--- config.mk ---
export PLATFORM = sky130hd
export DESIGN_NAME = pgpc_unit
export DESIGN_NICKNAME = d
export VERILOG_FILES = /design/src/rtl/pgpc_pkg.sv /design/src/rtl/pgpc_decide.sv /design/src/rtl/pgpc_target.sv /design/src/rtl/pgpc_retstack.sv /design/src/rtl/pgpc_unit.sv
export SDC_FILE = /design/constraint.sdc
export NUM_CORES = 1
export LEC_CHECK = 0
export BUFFER_PORTS_ARGS = -buffer_cell sky130_fd_sc_hd__buf_2
export CAP_MARGIN = 10
export CORE_MARGIN = 10
export CORE_UTILIZATION = 50
export CTS_CLUSTER_DIAMETER = 30
export CTS_CLUSTER_SIZE = 25
export DETAILED_ROUTE_END_ITERATION = 10
export GPL_TIMING_DRIVEN = 0
export PLACE_DENSITY = 0.75
export SYNTH_ARGS = -nofsm -noshare
export SYNTH_HDL_FRONTEND = slang
export SYNTH_SLANG_ARGS = --single-unit
--- constraint.sdc ---
create_clock -name clk -period 2.9 [get_ports clk]
set_input_delay 0.58 -clock clk [delete_from_list [all_inputs] [get_ports clk]]
set_output_delay 0.58 -clock clk [all_outputs]
set_load 0.005 [all_outputs]
--- src/rtl/pgpc_pkg.sv ---
`timescale 1ns/1ps
package pgpc_pkg;

   // command codes presented by the core each instruction cycle
   typedef enum logic [2:0] {
      PC_SEQ    = 3'd0,
      PC_GOTO   = 3'd1,
      PC_CALL   = 3'd2,
      PC_RET    = 3'd3,
      PC_RETLIT = 3'd4,
      PC_PCLWR  = 3'd5,
      PC_SKIP   = 3'd6
   } pc_cmd_e;

   // one-hot-ish action set decided for a cycle
   typedef struct packed {
      logic load;     // instruction cycle happens
      logic seq;      // next = current + 1
      logic imm;      // next = immediate-page target
      logic pcl;      // next = low-byte-page target
      logic pop;      // next = stack top
      logic vec;      // next = interrupt vector
      logic push;     // save current address
      logic flush;    // kill the prefetched word
      logic acc_we;   // literal goes to accumulator
      logic wr_ok;    // side effects (latch write) allowed
   } pc_act_t;

endpackage

--- src/rtl/pgpc_decide.sv ---
`timescale 1ns/1ps
module pgpc_decide
   import pgpc_pkg::*;
(
   input  logic       adv_i,
   input  logic       kill_i,
   input  logic       irq_i,
   input  logic [2:0] cmd_i,
   output pc_act_t    act_o
);

   always_comb begin
      act_o = '0;
      if (adv_i) begin
         act_o.load = 1'b1;
         if (kill_i) begin
            // dead cycle: the word in decode is discarded
            act_o.seq = 1'b1;
         end else begin
            act_o.wr_ok = 1'b1;
            if (irq_i) begin
               act_o.vec   = 1'b1;
               act_o.push  = 1'b1;
               act_o.flush = 1'b1;
            end else begin
               case (cmd_i)
                  PC_GOTO: begin
                     act_o.imm   = 1'b1;
                     act_o.flush = 1'b1;
                  end
                  PC_CALL: begin
                     act_o.imm   = 1'b1;
                     act_o.push  = 1'b1;
                     act_o.flush = 1'b1;
                  end
                  PC_RET: begin
                     act_o.pop   = 1'b1;
                     act_o.flush = 1'b1;
                  end
                  PC_RETLIT: begin
                     act_o.pop    = 1'b1;
                     act_o.flush  = 1'b1;
                     act_o.acc_we = 1'b1;
                  end
                  PC_PCLWR: begin
                     act_o.pcl   = 1'b1;
                     act_o.flush = 1'b1;
                  end
                  PC_SKIP: begin
                     act_o.seq   = 1'b1;
                     act_o.flush = 1'b1;
                  end
                  default: act_o.seq = 1'b1;
               endcase
            end
         end
      end
   end

endmodule

--- src/rtl/pgpc_target.sv ---
`timescale 1ns/1ps
module pgpc_target #(
   parameter int unsigned PC_W  = 13,
   parameter int unsigned IMM_W = 11,
   parameter int unsigned PCL_W = 8,
   localparam int unsigned LATCH_W = PC_W - PCL_W
) (
   input  logic [LATCH_W-1:0] latch_i,
   input  logic [IMM_W-1:0]   imm_i,
   input  logic [PCL_W-1:0]   pcl_i,
   output logic [PC_W-1:0]    imm_tgt_o,
   output logic [PC_W-1:0]    pcl_tgt_o
);

   localparam int unsigned IMM_UP = (PC_W > IMM_W) ? PC_W - IMM_W : 0;

   generate
      if (IMM_UP > LATCH_W) begin : g_bad_imm
         $error("pgpc_target: immediate page needs more latch bits than exist");
      end

      if (IMM_UP == 0) begin : g_imm_full
         // immediate covers the whole counter: no paging for jumps
         assign imm_tgt_o = imm_i[PC_W-1:0];
      end else begin : g_imm_paged
         assign imm_tgt_o = {latch_i[LATCH_W-1 -: IMM_UP], imm_i};
      end
   endgenerate

   // computed jump: every upper bit comes from the latch
   assign pcl_tgt_o = {latch_i, pcl_i};

endmodule

--- src/rtl/pgpc_retstack.sv ---
`timescale 1ns/1ps
module pgpc_retstack #(
   parameter int unsigned DEPTH = 8,
   parameter int unsigned AW    = 13
) (
   input  logic          clk,
   input  logic          rst_n,
   input  logic          push_i,
   input  logic          pop_i,
   input  logic [AW-1:0] push_d_i,
   output logic [AW-1:0] top_o
);

   localparam int unsigned SP_W = (DEPTH > 1) ? $clog2(DEPTH) : 1;

   generate
      if (DEPTH < 2 || (DEPTH & (DEPTH - 1)) != 0) begin : g_bad_depth
         $error("pgpc_retstack: DEPTH must be a power of two, at least 2");
      end
   endgenerate

   logic [SP_W-1:0]     sp_q;
   logic [SP_W-1:0]     sp_dec;
   logic [DEPTH*AW-1:0] flat;

   assign sp_dec = sp_q - 1'b1;

   // pointer wraps with the natural modulo of its width
   always_ff @(posedge clk or negedge rst_n) begin
      if (!rst_n)      sp_q <= '0;
      else if (push_i) sp_q <= sp_q + 1'b1;
      else if (pop_i)  sp_q <= sp_dec;
   end

   generate
      for (genvar i = 0; i < DEPTH; i++) begin : g_ent
         logic [AW-1:0] val_q;
         always_ff @(posedge clk or negedge rst_n) begin
            if (!rst_n)
               val_q <= '0;
            else if (push_i && sp_q == SP_W'(i))
               val_q <= push_d_i;
         end
         assign flat[i*AW +: AW] = val_q;
      end
   endgenerate

   assign top_o = flat[int'(sp_dec)*AW +: AW];

endmodule

--- src/rtl/pgpc_unit.sv ---
`timescale 1ns/1ps
module pgpc_unit
   import pgpc_pkg::*;
#(
   parameter int unsigned PC_W    = 13,
   parameter int unsigned IMM_W   = 11,
   parameter int unsigned PCL_W   = 8,
   parameter int unsigned DEPTH   = 8,
   parameter int unsigned IRQ_VEC = 4
) (
   input  logic             clk,
   input  logic             rst_n,
   input  logic             adv_i,
   input  logic [2:0]       cmd_i,
   input  logic [IMM_W-1:0] imm_i,
   input  logic [PCL_W-1:0] data_i,
   input  logic             latch_we_i,
   input  logic             irq_i,
   output logic [PC_W-1:0]  fetch_addr_o,
   output logic             flush_o,
   output logic             acc_we_o,
   output logic [PCL_W-1:0] acc_lit_o
);

   localparam int unsigned LATCH_W = PC_W - PCL_W;

   generate
      if (PC_W <= PCL_W || LATCH_W > PCL_W) begin : g_bad_width
         $error("pgpc_unit: latch width must be between 1 and PCL_W");
      end
      if (IMM_W > PC_W) begin : g_bad_imm
         $error("pgpc_unit: immediate wider than program counter");
      end
   endgenerate

   logic [PC_W-1:0]    pc_q;
   logic [PC_W-1:0]    pc_n;
   logic [PC_W-1:0]    imm_tgt;
   logic [PC_W-1:0]    pcl_tgt;
   logic [PC_W-1:0]    stk_top;
   logic [LATCH_W-1:0] latch_q;
   logic               flush_q;
   logic               acc_we_q;
   logic [PCL_W-1:0]   acc_lit_q;
   pc_act_t            act;

   pgpc_decide u_decide (
      .adv_i  (adv_i),
      .kill_i (flush_q),
      .irq_i  (irq_i),
      .cmd_i  (cmd_i),
      .act_o  (act)
   );

   pgpc_target #(
      .PC_W  (PC_W),
      .IMM_W (IMM_W),
      .PCL_W (PCL_W)
   ) u_target (
      .latch_i   (latch_q),
      .imm_i     (imm_i),
      .pcl_i     (data_i),
      .imm_tgt_o (imm_tgt),
      .pcl_tgt_o (pcl_tgt)
   );

   pgpc_retstack #(
      .DEPTH (DEPTH),
      .AW    (PC_W)
   ) u_stack (
      .clk      (clk),
      .rst_n    (rst_n),
      .push_i   (act.push),
      .pop_i    (act.pop),
      .push_d_i (pc_q),
      .top_o    (stk_top)
   );

   always_comb begin
      pc_n = pc_q;
      if (act.vec)      pc_n = PC_W'(IRQ_VEC);
      else if (act.imm) pc_n = imm_tgt;
      else if (act.pcl) pc_n = pcl_tgt;
      else if (act.pop) pc_n = stk_top;
      else if (act.seq) pc_n = pc_q + 1'b1;
   end

   always_ff @(posedge clk or negedge rst_n) begin
      if (!rst_n) begin
         pc_q    <= '0;
         flush_q <= 1'b0;
      end else if (act.load) begin
         pc_q    <= pc_n;
         flush_q <= act.flush;
      end
   end

   // latch only changes on an explicit software write
   always_ff @(posedge clk or negedge rst_n) begin
      if (!rst_n)
         latch_q <= '0;
      else if (act.wr_ok && latch_we_i)
         latch_q <= data_i[LATCH_W-1:0];
   end

   always_ff @(posedge clk or negedge rst_n) begin
      if (!rst_n) begin
         acc_we_q  <= 1'b0;
         acc_lit_q <= '0;
      end else begin
         acc_we_q <= act.acc_we;
         if (act.acc_we) acc_lit_q <= data_i;
      end
   end

   assign fetch_addr_o = pc_q;
   assign flush_o      = flush_q;
   assign acc_we_o     = acc_we_q;
   assign acc_lit_o    = acc_lit_q;

endmodule

==> results.md, run 1 <==
- Cell variety after synth: 55
- Worst clock skew: 0.00651 ns
- Crit path time final: 2.79 ns
- Root Buffer: clkbuf_16
- # fillers: 973
- Post-Syn Instances: 495
- Worst hold path class: in2async
- Antenna diodes: 0
- RSZ-0062 raised after global routing: false
- Gpl congestion: 0.874
- Most common cell in the netlist: dfrtp_1
- Tcrit/Tclk final: 96.3%
- Cell area after synthesis: 0.00662 mm²
- Cell Pwr Density: 1000 mW/mm²
- Core outline area: 0.0128 mm²
- H-tree levels: 4
- HPWL Detailed: 11,000 µm
- Worst slew pin tran: 0.715 ns
- Vias: 4,486
- Final setup fails: 0
- DRT antenna net count: 0
- Slew Limit Fails: 0
- Max Fanout on Critical Path: 10
- Post-synth ARST share: 100%
- GRT overflow: 0
- Die Footprint: 0.0182 mm²
- YS warnings: 0
- WL per Instance: 21.3 µm
- Syn nets: 530
- Fmax: 358 MHz
- Clk buf depth: 2
- Port Buffers: 46
- Post-Syn Area per Cell: 13.4 µm²
- CP Data Required Time: 3.21 ns
- Row cnt: 41
- Crit. End Element: flip-flop
- Max VDD drop: 0.000456 V
- CTS clk-pin slew, worst paths: 0.06 ns
- Drt drc: 0
- Cts hold-fix bufs: 0
- Global Route Usage Sum: 18.2%
- Yosys top cell by area: dfrtp_1
- Maxcap violations: 0
- Number of synthesized flops with an enable pin: 0
- PnR Total Power: 7.72 mW
- CTS tree: built
- Worst rel slew slack: 51.8%
- Initial antenna violation count: 0
- P&R area growth vs syn: 16.3%
- Initial core utilization: 51.8%
- Proportion of netlist area held by the largest area contributor: 51.0%
- Status: completed
- DR iter-0 viols: 483
- Post-synthesis sequential area ratio: 51.0%
- Die Y: 135 µm
- Sink Count: 135
- Total CTS buffers: 17
- Pin count of the biggest net entering global routing: 106
- Layout cells sized above 1: 41.5%
- # IOs: 50
- LEAKAGE: 3.60 nW
- Post-synth top flop: dfrtp_1
- Startpoint Class: flip-flop
- Total Wirelength: 15,900 µm
- FF+latch count, synth: 135
- Setup Crit Path Kind: reg2reg
- Drt via density: 6.02
- Core Util, Final: 60.3%
- First-pass DRT Iterations: 5
- Die X: 135 µm
- Synth top area cells: dfrtp_1 51%, mux2_2 18%, mux4_2 6.5%
- Most instantiated cells after synthesis: 135 x dfrtp_1, 105 x mux2_2, 35 x nand2_1
- Nets: 596
- Vias in the first global route: 4,669
- Clk_lat worst skew: 0.43 ns
- WP data arrival: 3.10 ns
- First-pass GRT wire length: 25,500 µm
- Final Hold Vio Count: 0
-- critical path: stages (launching register included) --
cell and delay (ns):
dfrtp_1 0.40, buf_6 0.22, buf_6 0.22, inv_1 0.12
ha_1 0.31, clkbuf_4 0.25, buf_4 0.24, mux4_2 0.33
mux2i_2 0.24, nand2_1 0.12, o2111ai_1 0.13, nand2_1 0.07
-- cell type report --
cell class | count | area, µm² | area share [%]
sequential | 135 | 3380 | 43.9
tap | 172 | 215 | 2.79
inverter | 9 | 33.8 | 0.439
clock buffer | 23 | 478 | 6.21
buffer | 35 | 203 | 2.63
multi-input combinational | 316 | 3030 | 39.4
timing repair buffer | 47 | 264 | 3.43
clock inverter | 8 | 97.6 | 1.27
-- state kept, by name, indices dropped and copies added, names as in the netlist --
register             flops
acc_lit_o                8
u_stack.sp_q             3
latch_q                  5
flush_o                  1
acc_we_o                 1
u_stack.g_ent.val_q    104
fetch_addr_o            13
-- cell usage in the layout (no fill, tap or decap), types with 8 or more instances in the layout --
cell and instances:
mux2_2 105, ha_1 8, nand3_1 9, mux4_2 19, o21ai_0 28, mux2i_1 9, buf_2 58, clkbuf_16 17
inv_1 9, nand2_1 35, clkbuf_1 14, a21oi_1 10, nor2_1 8, dfrtp_1 135
-- per-layer routing --
metal	vias to the layer above	global-route usage, %	wire (µm)
met5	-	0	0
met4	0	8.49	346
met3	30	4.19	853
met2	160	28.6	7580
met1	2320	23.3	7110
li1	1976	-	-
-- worst paths after layout --
check                                                      startpoint                                    end  slack, ns  cells past startpoint
worst max register to register            u_stack.sp_q[0]$_DFFE_PN0P_            fetch_addr_o[3]$_DFFE_PN0P_       0.11                     11
worst min register to register  u_stack.g_ent[4].val_q[8]$_DFFE_PN0P_  u_stack.g_ent[4].val_q[8]$_DFFE_PN0P_       0.48                      2
max in group asynchronous                                       rst_n               acc_lit_o[1]$_DFFE_PN0P_       2.05                      2
worst max-delay path                      u_stack.sp_q[0]$_DFFE_PN0P_            fetch_addr_o[3]$_DFFE_PN0P_       0.11                     11
worst min-delay path                                            rst_n  u_stack.g_ent[1].val_q[0]$_DFFE_PN0P_       0.04                      1
min in group clk                                             imm_i[3]            fetch_addr_o[3]$_DFFE_PN0P_       0.39                      3
-- what timing repair did --
action | in CTS | in global routing
buffers inserted | 0 | 0
pin swaps | 0 | 0
gates resized for setup | 6 | 2
endpoints found under the setup margin | 13 | 6
-- metrics by stage --
| stage | hold WS, ns | area, µm² | setup WS (ns) | setup TNS [ns] | instances |
|---|---|---|---|---|---|
| global placement | 0.458 | 7070 | -0.612 | -66.31 | 713 |
| CTS | 0.0361 | 7690 | 0.0183 | 0 | 745 |
| global route | 0.0503 | 7700 | 0.00839 | 0 | 745 |
| detailed placement | 0.471 | 7100 | -0.631 | -4.46 | 714 |
| floorplan | 0.284 | 6620 | 0.225 | 0 | 495 |
| finish | 0.0352 | 7700 | 0.108 | 0 | 745 |
-- cells by family after synthesis --
| family | synth area share [%] |
|---|---|
| compound gates | 7.31 |
| fa+ha+maj | 1.51 |
| mux | 28.6 |
| xor+xnor | 1.59 |
| buf+inv | 3.36 |
| simple gates | 6.61 |
| flops | 51.0 |
-- power breakdown --
group	switching [mW]	total, mW	internal [mW]	leakage, nW
sequential	0.384	2.95	2.57	1.78
combinational	1.27	2.66	1.39	1.54
clock	0.785	2.11	1.32	0.275
(Power assumes the default switching activity.)
==> run 2, diff against run 1 <==
--- a/config.mk
+++ b/config.mk
@@ -7,13 +7,15 @@
 export LEC_CHECK = 0
 export BUFFER_PORTS_ARGS = -buffer_cell sky130_fd_sc_hd__buf_2
 export CAP_MARGIN = 10
+export CELL_PAD_IN_SITES_DETAIL_PLACEMENT = 0
+export CELL_PAD_IN_SITES_GLOBAL_PLACEMENT = 1
 export CORE_MARGIN = 10
 export CORE_UTILIZATION = 50
 export CTS_CLUSTER_DIAMETER = 30
 export CTS_CLUSTER_SIZE = 25
 export DETAILED_ROUTE_END_ITERATION = 10
 export GPL_TIMING_DRIVEN = 0
-export PLACE_DENSITY = 0.75
+export PLACE_DENSITY = 0.87
 export SYNTH_ARGS = -nofsm -noshare
 export SYNTH_HDL_FRONTEND = slang
 export SYNTH_SLANG_ARGS = --single-unit
==> run 2 against run 1 <==
Design area rose by 0.37%. Worst setup slack improved by 0.081 ns. Die area did not move. Sequential power barely moved. Hold slack improved by 0.010 ns. First-iteration DRC count fell by 28%. Maximum frequency rose by 3.0%. Critical path type unchanged.
==> results.md, run 2 (same netlist as run 1, synthesis figures left out) <==
- Antenna diodes: 0
- Max Fanout on Critical Path: 10
- Layout cells sized above 1: 41.8%
- Fin worst setup slack: 0.189 ns
- Die X: 135 µm
- Total CTS buffers: 17
- Port Buffers: 46
- Crit path time final: 2.71 ns
- Root Buffer: clkbuf_16
- CTS clk-pin slew, worst paths: 0.06 ns
- Worst slew pin tran: 0.757 ns
- DRT antenna net count: 0
- Status: completed
- Maxcap violations: 0
- Pin count of the biggest net entering global routing: 101
- Core Util, Final: 60.5%
- Final setup fails: 0
- Final Hold Vio Count: 0
- Slew Limit Fails: 0
- Core outline area: 0.0128 mm²
- DR iter-0 viols: 350
- CTS tree: built
- Row cnt: 41
- Cell Pwr Density: 1010 mW/mm²
- Area of placed instances: 0.00710 mm²
- Total Wirelength: 16,200 µm
- Nets: 596
- Worst clock skew: 0.00469 ns
- Setup Crit Path Kind: reg2reg
- Max VDD drop: 0.000458 V
- Vias in the first global route: 4,834
- CP Data Required Time: 3.18 ns
- # IOs: 50
- Worst rel slew slack: 49.0%
- Top reg by flops: u_stack.g_ent.val_q
- Initial antenna violation count: 0
- P&R area growth vs syn: 16.7%
- Sink Count: 135
- Setup_tns: 0 ns
- Drt via density: 5.98
- First-pass GRT wire length: 26,200 µm
- H-tree levels: 4
- Worst slack at placement: -0.715 ns
- WL per Instance: 21.8 µm
- Largest register FFs: 104
- Initial core utilization: 51.8%
- Commonest non-fill, non-tap cell in the layout: dfrtp_1
- Drt drc: 0
- Worst hold path class: in2async
- LEAKAGE: 3.61 nW
- Vias: 4,449
- Commonest cells after routing, fill and taps aside: 135 x dfrtp_1, 105 x mux2_2, 58 x buf_2
- Clk buf depth: 2
- RSZ-0062 raised after global routing: false
- Clk_lat worst skew: 0.42 ns
- WP data arrival: 2.99 ns
- HPWL Detailed: 11,400 µm
- Die Y: 135 µm
- Crit. End Element: flip-flop
- Gpl congestion: 0.903
- Startpoint Class: flip-flop
- First-pass DRT Iterations: 5
- Tcrit/Tclk final: 93.5%
- Final Instance Area: 0.00773 mm²
- Global Route Usage Sum: 18.4%
- Fmax: 369 MHz
- GRT overflow: 0
- Die Footprint: 0.0182 mm²
## run 2: path summary, 6_finish.rpt
| kind | from | endpoint | slack (ns) | cells after the start |
|---|---|---|---|---|
| setup / recovery | u_stack.sp_q[0]$_DFFE_PN0P_ | fetch_addr_o[11]$_DFFE_PN0P_ | 0.19 | 9 |
| hold / removal | rst_n | u_stack.g_ent[1].val_q[5]$_DFFE_PN0P_ | 0.05 | 1 |
| setup reg to reg | u_stack.sp_q[0]$_DFFE_PN0P_ | fetch_addr_o[11]$_DFFE_PN0P_ | 0.19 | 9 |
| hold reg to reg | u_stack.g_ent[3].val_q[11]$_DFFE_PN0P_ | u_stack.g_ent[3].val_q[11]$_DFFE_PN0P_ | 0.48 | 2 |
| max in group asynchronous | rst_n | acc_lit_o[3]$_DFFE_PN0P_ | 2.07 | 2 |
| min in group clk | imm_i[4] | fetch_addr_o[4]$_DFFE_PN0P_ | 0.39 | 3 |
## run 2: where the power goes
part	internal, mW	switching [mW]
logic	1.41	1.30
registers	2.57	0.382
clock network	1.37	0.806
## run 2: layout make-up
cell class / count / area, µm²
buffer: 35 / 214
clock buffer: 19 / 443
clock inverter: 11 / 150
fill: 994 / 5040
inverter: 9 / 33.8
multi-input combinational: 316 / 3030
sequential: 135 / 3380
tap: 172 / 215
timing repair buffer: 47 / 264
## run 2: worst max-delay path, stage by stage, from the launching register on
cell and delay (ns):
dfrtp_1 0.42, buf_8 0.20, buf_8 0.19, inv_1 0.12, ha_1 0.31, clkbuf_2 0.34
mux4_2 0.36, mux2_2 0.30, a222oi_1 0.21, o31ai_1 0.11
## run 2: per-layer routing
metal | global-route usage [%] | wire, µm
met1 | 22.2 | 6880
met2 | 30.3 | 8050
met3 | 4.97 | 920
met4 | 7.89 | 378
met5 | 0 | 0
## run 2: what timing repair did
item,CTS,global route
resized for setup,7,5
buffers inserted,0,0
endpoints found under the setup margin,14,5
hold buffers,0,0
## run 2: metrics by stage
| stage | std cells | power (mW) | hold WS [ns] |
|---|---|---|---|
| floorplan | 495 | 4.78 | 0.284 |
| global placement | 713 | 5.45 | 0.457 |
| detailed placement | 714 | 5.60 | 0.466 |
| CTS | 744 | 7.83 | 0.0507 |
| global route | 744 | 8.23 | 0.0625 |
| finish | 744 | 7.83 | 0.0456 |
==> run 3, diff against run 2 <==
--- a/config.mk
+++ b/config.mk
@@ -5,7 +5,6 @@
 export SDC_FILE = /design/constraint.sdc
 export NUM_CORES = 1
 export LEC_CHECK = 0
-export BUFFER_PORTS_ARGS = -buffer_cell sky130_fd_sc_hd__buf_2
 export CAP_MARGIN = 10
 export CELL_PAD_IN_SITES_DETAIL_PLACEMENT = 0
 export CELL_PAD_IN_SITES_GLOBAL_PLACEMENT = 1
@@ -14,8 +13,9 @@
 export CTS_CLUSTER_DIAMETER = 30
 export CTS_CLUSTER_SIZE = 25
 export DETAILED_ROUTE_END_ITERATION = 10
+export DONT_BUFFER_PORTS = 1
 export GPL_TIMING_DRIVEN = 0
-export PLACE_DENSITY = 0.87
+export PLACE_DENSITY = 0.83
 export SYNTH_ARGS = -nofsm -noshare
 export SYNTH_HDL_FRONTEND = slang
 export SYNTH_SLANG_ARGS = --single-unit
==> run 3 against run 2 <==
The run now ends with hold timing left. Highest routed layer unchanged. First-iteration DRC count shrank 28%. Final cell count shrank 6.2%. Global-route usage shrank 0.26 points. Flip-flop and latch count is the same. Design area shrank 3.2%. Critical path type unchanged. Routed wire length shrank 3.3%. Combinational power shrank 6%. Largest cell class unchanged. Hold slack lost 0.18 ns. Count of clock-buffer cells in the layout grew 5. Total power shrank 1.2%. Non-clock buffer count shrank 47. Die area is the same.
==> results.md, run 3 (same netlist as run 1, synthesis figures left out) <==
- Status: finished with violations
- Failing checks: hold timing
- Die Y: 135 µm
- Max Fanout on Critical Path: 10
- Core outline area: 0.0128 mm²
- Setup Buffers After CTS: 0
- Worst hold path class: in2async
- Top reg by flops: u_stack.g_ent.val_q
- Nets: 549
- Total CTS buffers: 17
- WP data arrival: 3.01 ns
- Worst Setup SP: u_stack.sp_q[0]$_DFFE_PN0P_
- WL per Instance: 22.5 µm
- LEAKAGE: 3.40 nW
- Clk buf depth: 2
- H-tree levels: 4
- First-pass GRT wire length: 25,400 µm
- CTS tree: built
- Largest register FFs: 104
- CTS clk-pin slew, worst paths: 0.06 ns
- P&R area growth vs syn: 13.1%
- Drt drc: 0
- DRT antenna net count: 0
- Worst rel slew slack: 55.5%
- Fin worst setup slack: 0.171 ns
- Final std cells w/o fill: 698
- CP Data Required Time: 3.18 ns
- Setup Crit Path Kind: reg2reg
- Gpl congestion: 0.876
- Worst slew pin tran: 0.661 ns
- Inst Count DP: 667
- Cell Pwr Density: 1030 mW/mm²
- Clk_lat worst skew: 0.42 ns
- Flop2flop setup slack: 0.17 ns
- Tcrit/Tclk final: 94.1%
- Commonest cells after routing, fill and taps aside: 135 x dfrtp_1, 105 x mux2_2, 35 x nand2_1
- HPWL Detailed: 10,900 µm
- Slew Limit Fails: 0
- Final Instance Area: 0.00749 mm²
- Max VDD drop: 0.000516 V
- Commonest non-fill, non-tap cell in the layout: dfrtp_1
- Hold WS: -0.132 ns
- Maxcap violations: 0
- Initial antenna violation count: 0
- Vias: 4,247
- DR iter-0 viols: 251
- Crit path time final: 2.73 ns
- Pin count of the biggest net entering global routing: 136
- Startpoint Class: flip-flop
- GRT overflow: 0
- Initial core utilization: 51.8%
- Total Wirelength: 15,700 µm
- RSZ-0062 raised after global routing: false
- Sink Count: 135
- # IOs: 50
- Final Hold Vio Count: 135
- Worst slack at placement: -0.710 ns
- Final setup fails: 0
- Row cnt: 41
- Layout cells sized above 1: 36.3%
- First-pass DRT Iterations: 5
- Die X: 135 µm
- Worst R2R Start: u_stack.sp_q[0]$_DFFE_PN0P_
- Antenna diodes: 0
- Area of placed instances: 0.00684 mm²
- Crit. End Element: flip-flop
- Fmax: 366 MHz
- Drt via density: 6.08
- Die Footprint: 0.0182 mm²
- Port Buffers: 0
- Root Buffer: clkbuf_16
- Worst clock skew: 0.00806 ns
- PnR Total Power: 7.74 mW
- Vias in the first global route: 4,514
- Global Route Usage Sum: 18.2%
-- run 3: changes by cell type in the layout (fill, tap and decap cells not counted) --
cell | before | now
buf_2 | 58 | 13
clkinvlp_4 | 2 | 3
clkinv_4 | 2 | 0
buf_4 | 5 | 4
clkbuf_8 | 1 | 4
clkbuf_1 | 12 | 14
clkinv_2 | 2 | 1
inv_6 | 2 | 0
buf_16 | 1 | 0
-- run 3: worst paths after layout --
kind,end,depth (start not counted)
max in group asynchronous,u_stack.sp_q[1]$_DFFE_PN0P_,0
min in group clk,fetch_addr_o[3]$_DFFE_PN0P_,2
hold / removal,u_stack.g_ent[2].val_q[5]$_DFFE_PN0P_,0
setup reg to reg,fetch_addr_o[11]$_DFFE_PN0P_,9
setup / recovery,fetch_addr_o[11]$_DFFE_PN0P_,9
hold reg to reg,u_stack.g_ent[3].val_q[8]$_DFFE_PN0P_,2
-- run 3: critical path: stages, from the launching register on --
cell	delay [ns]
dfrtp_1	0.43
buf_8	0.20
buf_8	0.19
inv_1	0.12
ha_1	0.35
clkbuf_2	0.32
mux4_2	0.34
mux2_2	0.30
a222oi_1	0.21
o31ai_1	0.11
-- run 3: repair_timing --
item | 4_1_cts | 5_1_grt
hold endpoints to repair | 135 | 135
setup endpoints to repair | 14 | 9
resized for setup | 6 | 7
cloned | 0 | 0
-- run 3: area by class of cell --
| type | count | area [µm²] |
|---|---|---|
| inverters | 9 | 33.8 |
| flip-flops and latches | 135 | 3380 |
| plain buffers | 35 | 218 |
| fillers | 963 | 5290 |
| clock buffers | 24 | 492 |
| clock inverters | 7 | 118 |
| multi-input cells | 316 | 3030 |
| well taps | 172 | 215 |
-- run 3: report_power, final --
part	leakage [nW]	total (mW)	switching, mW	internal [mW]
Combinational	1.33	2.54	1.18	1.36
Sequential	1.78	2.97	0.407	2.57
Clock	0.289	2.23	0.788	1.44
Total	3.40	7.74	2.38	5.36
-- run 3: per-layer routing --
layer / wire (µm) / vias to the layer above / track usage, %
li1: - / 1879 / -
met1: 6710 / 2226 / 23.3
met2: 7600 / 124 / 28.3
met3: 1100 / 18 / 4.97
met4: 269 / 0 / 7.60
met5: 0 / - / 0
-- run 3: stage by stage --
stage	utilization, %	TNS [ns]	hold WS, ns
5_1_grt	58.6	0	-0.166
4_1_cts	58.4	0	-0.157
6_report	58.6	0	-0.132
3_3_place_gp	53.5	-4.95	0.293
3_5_place_dp	53.5	-5.44	0.292
2_1_floorplan	-	0	0.284
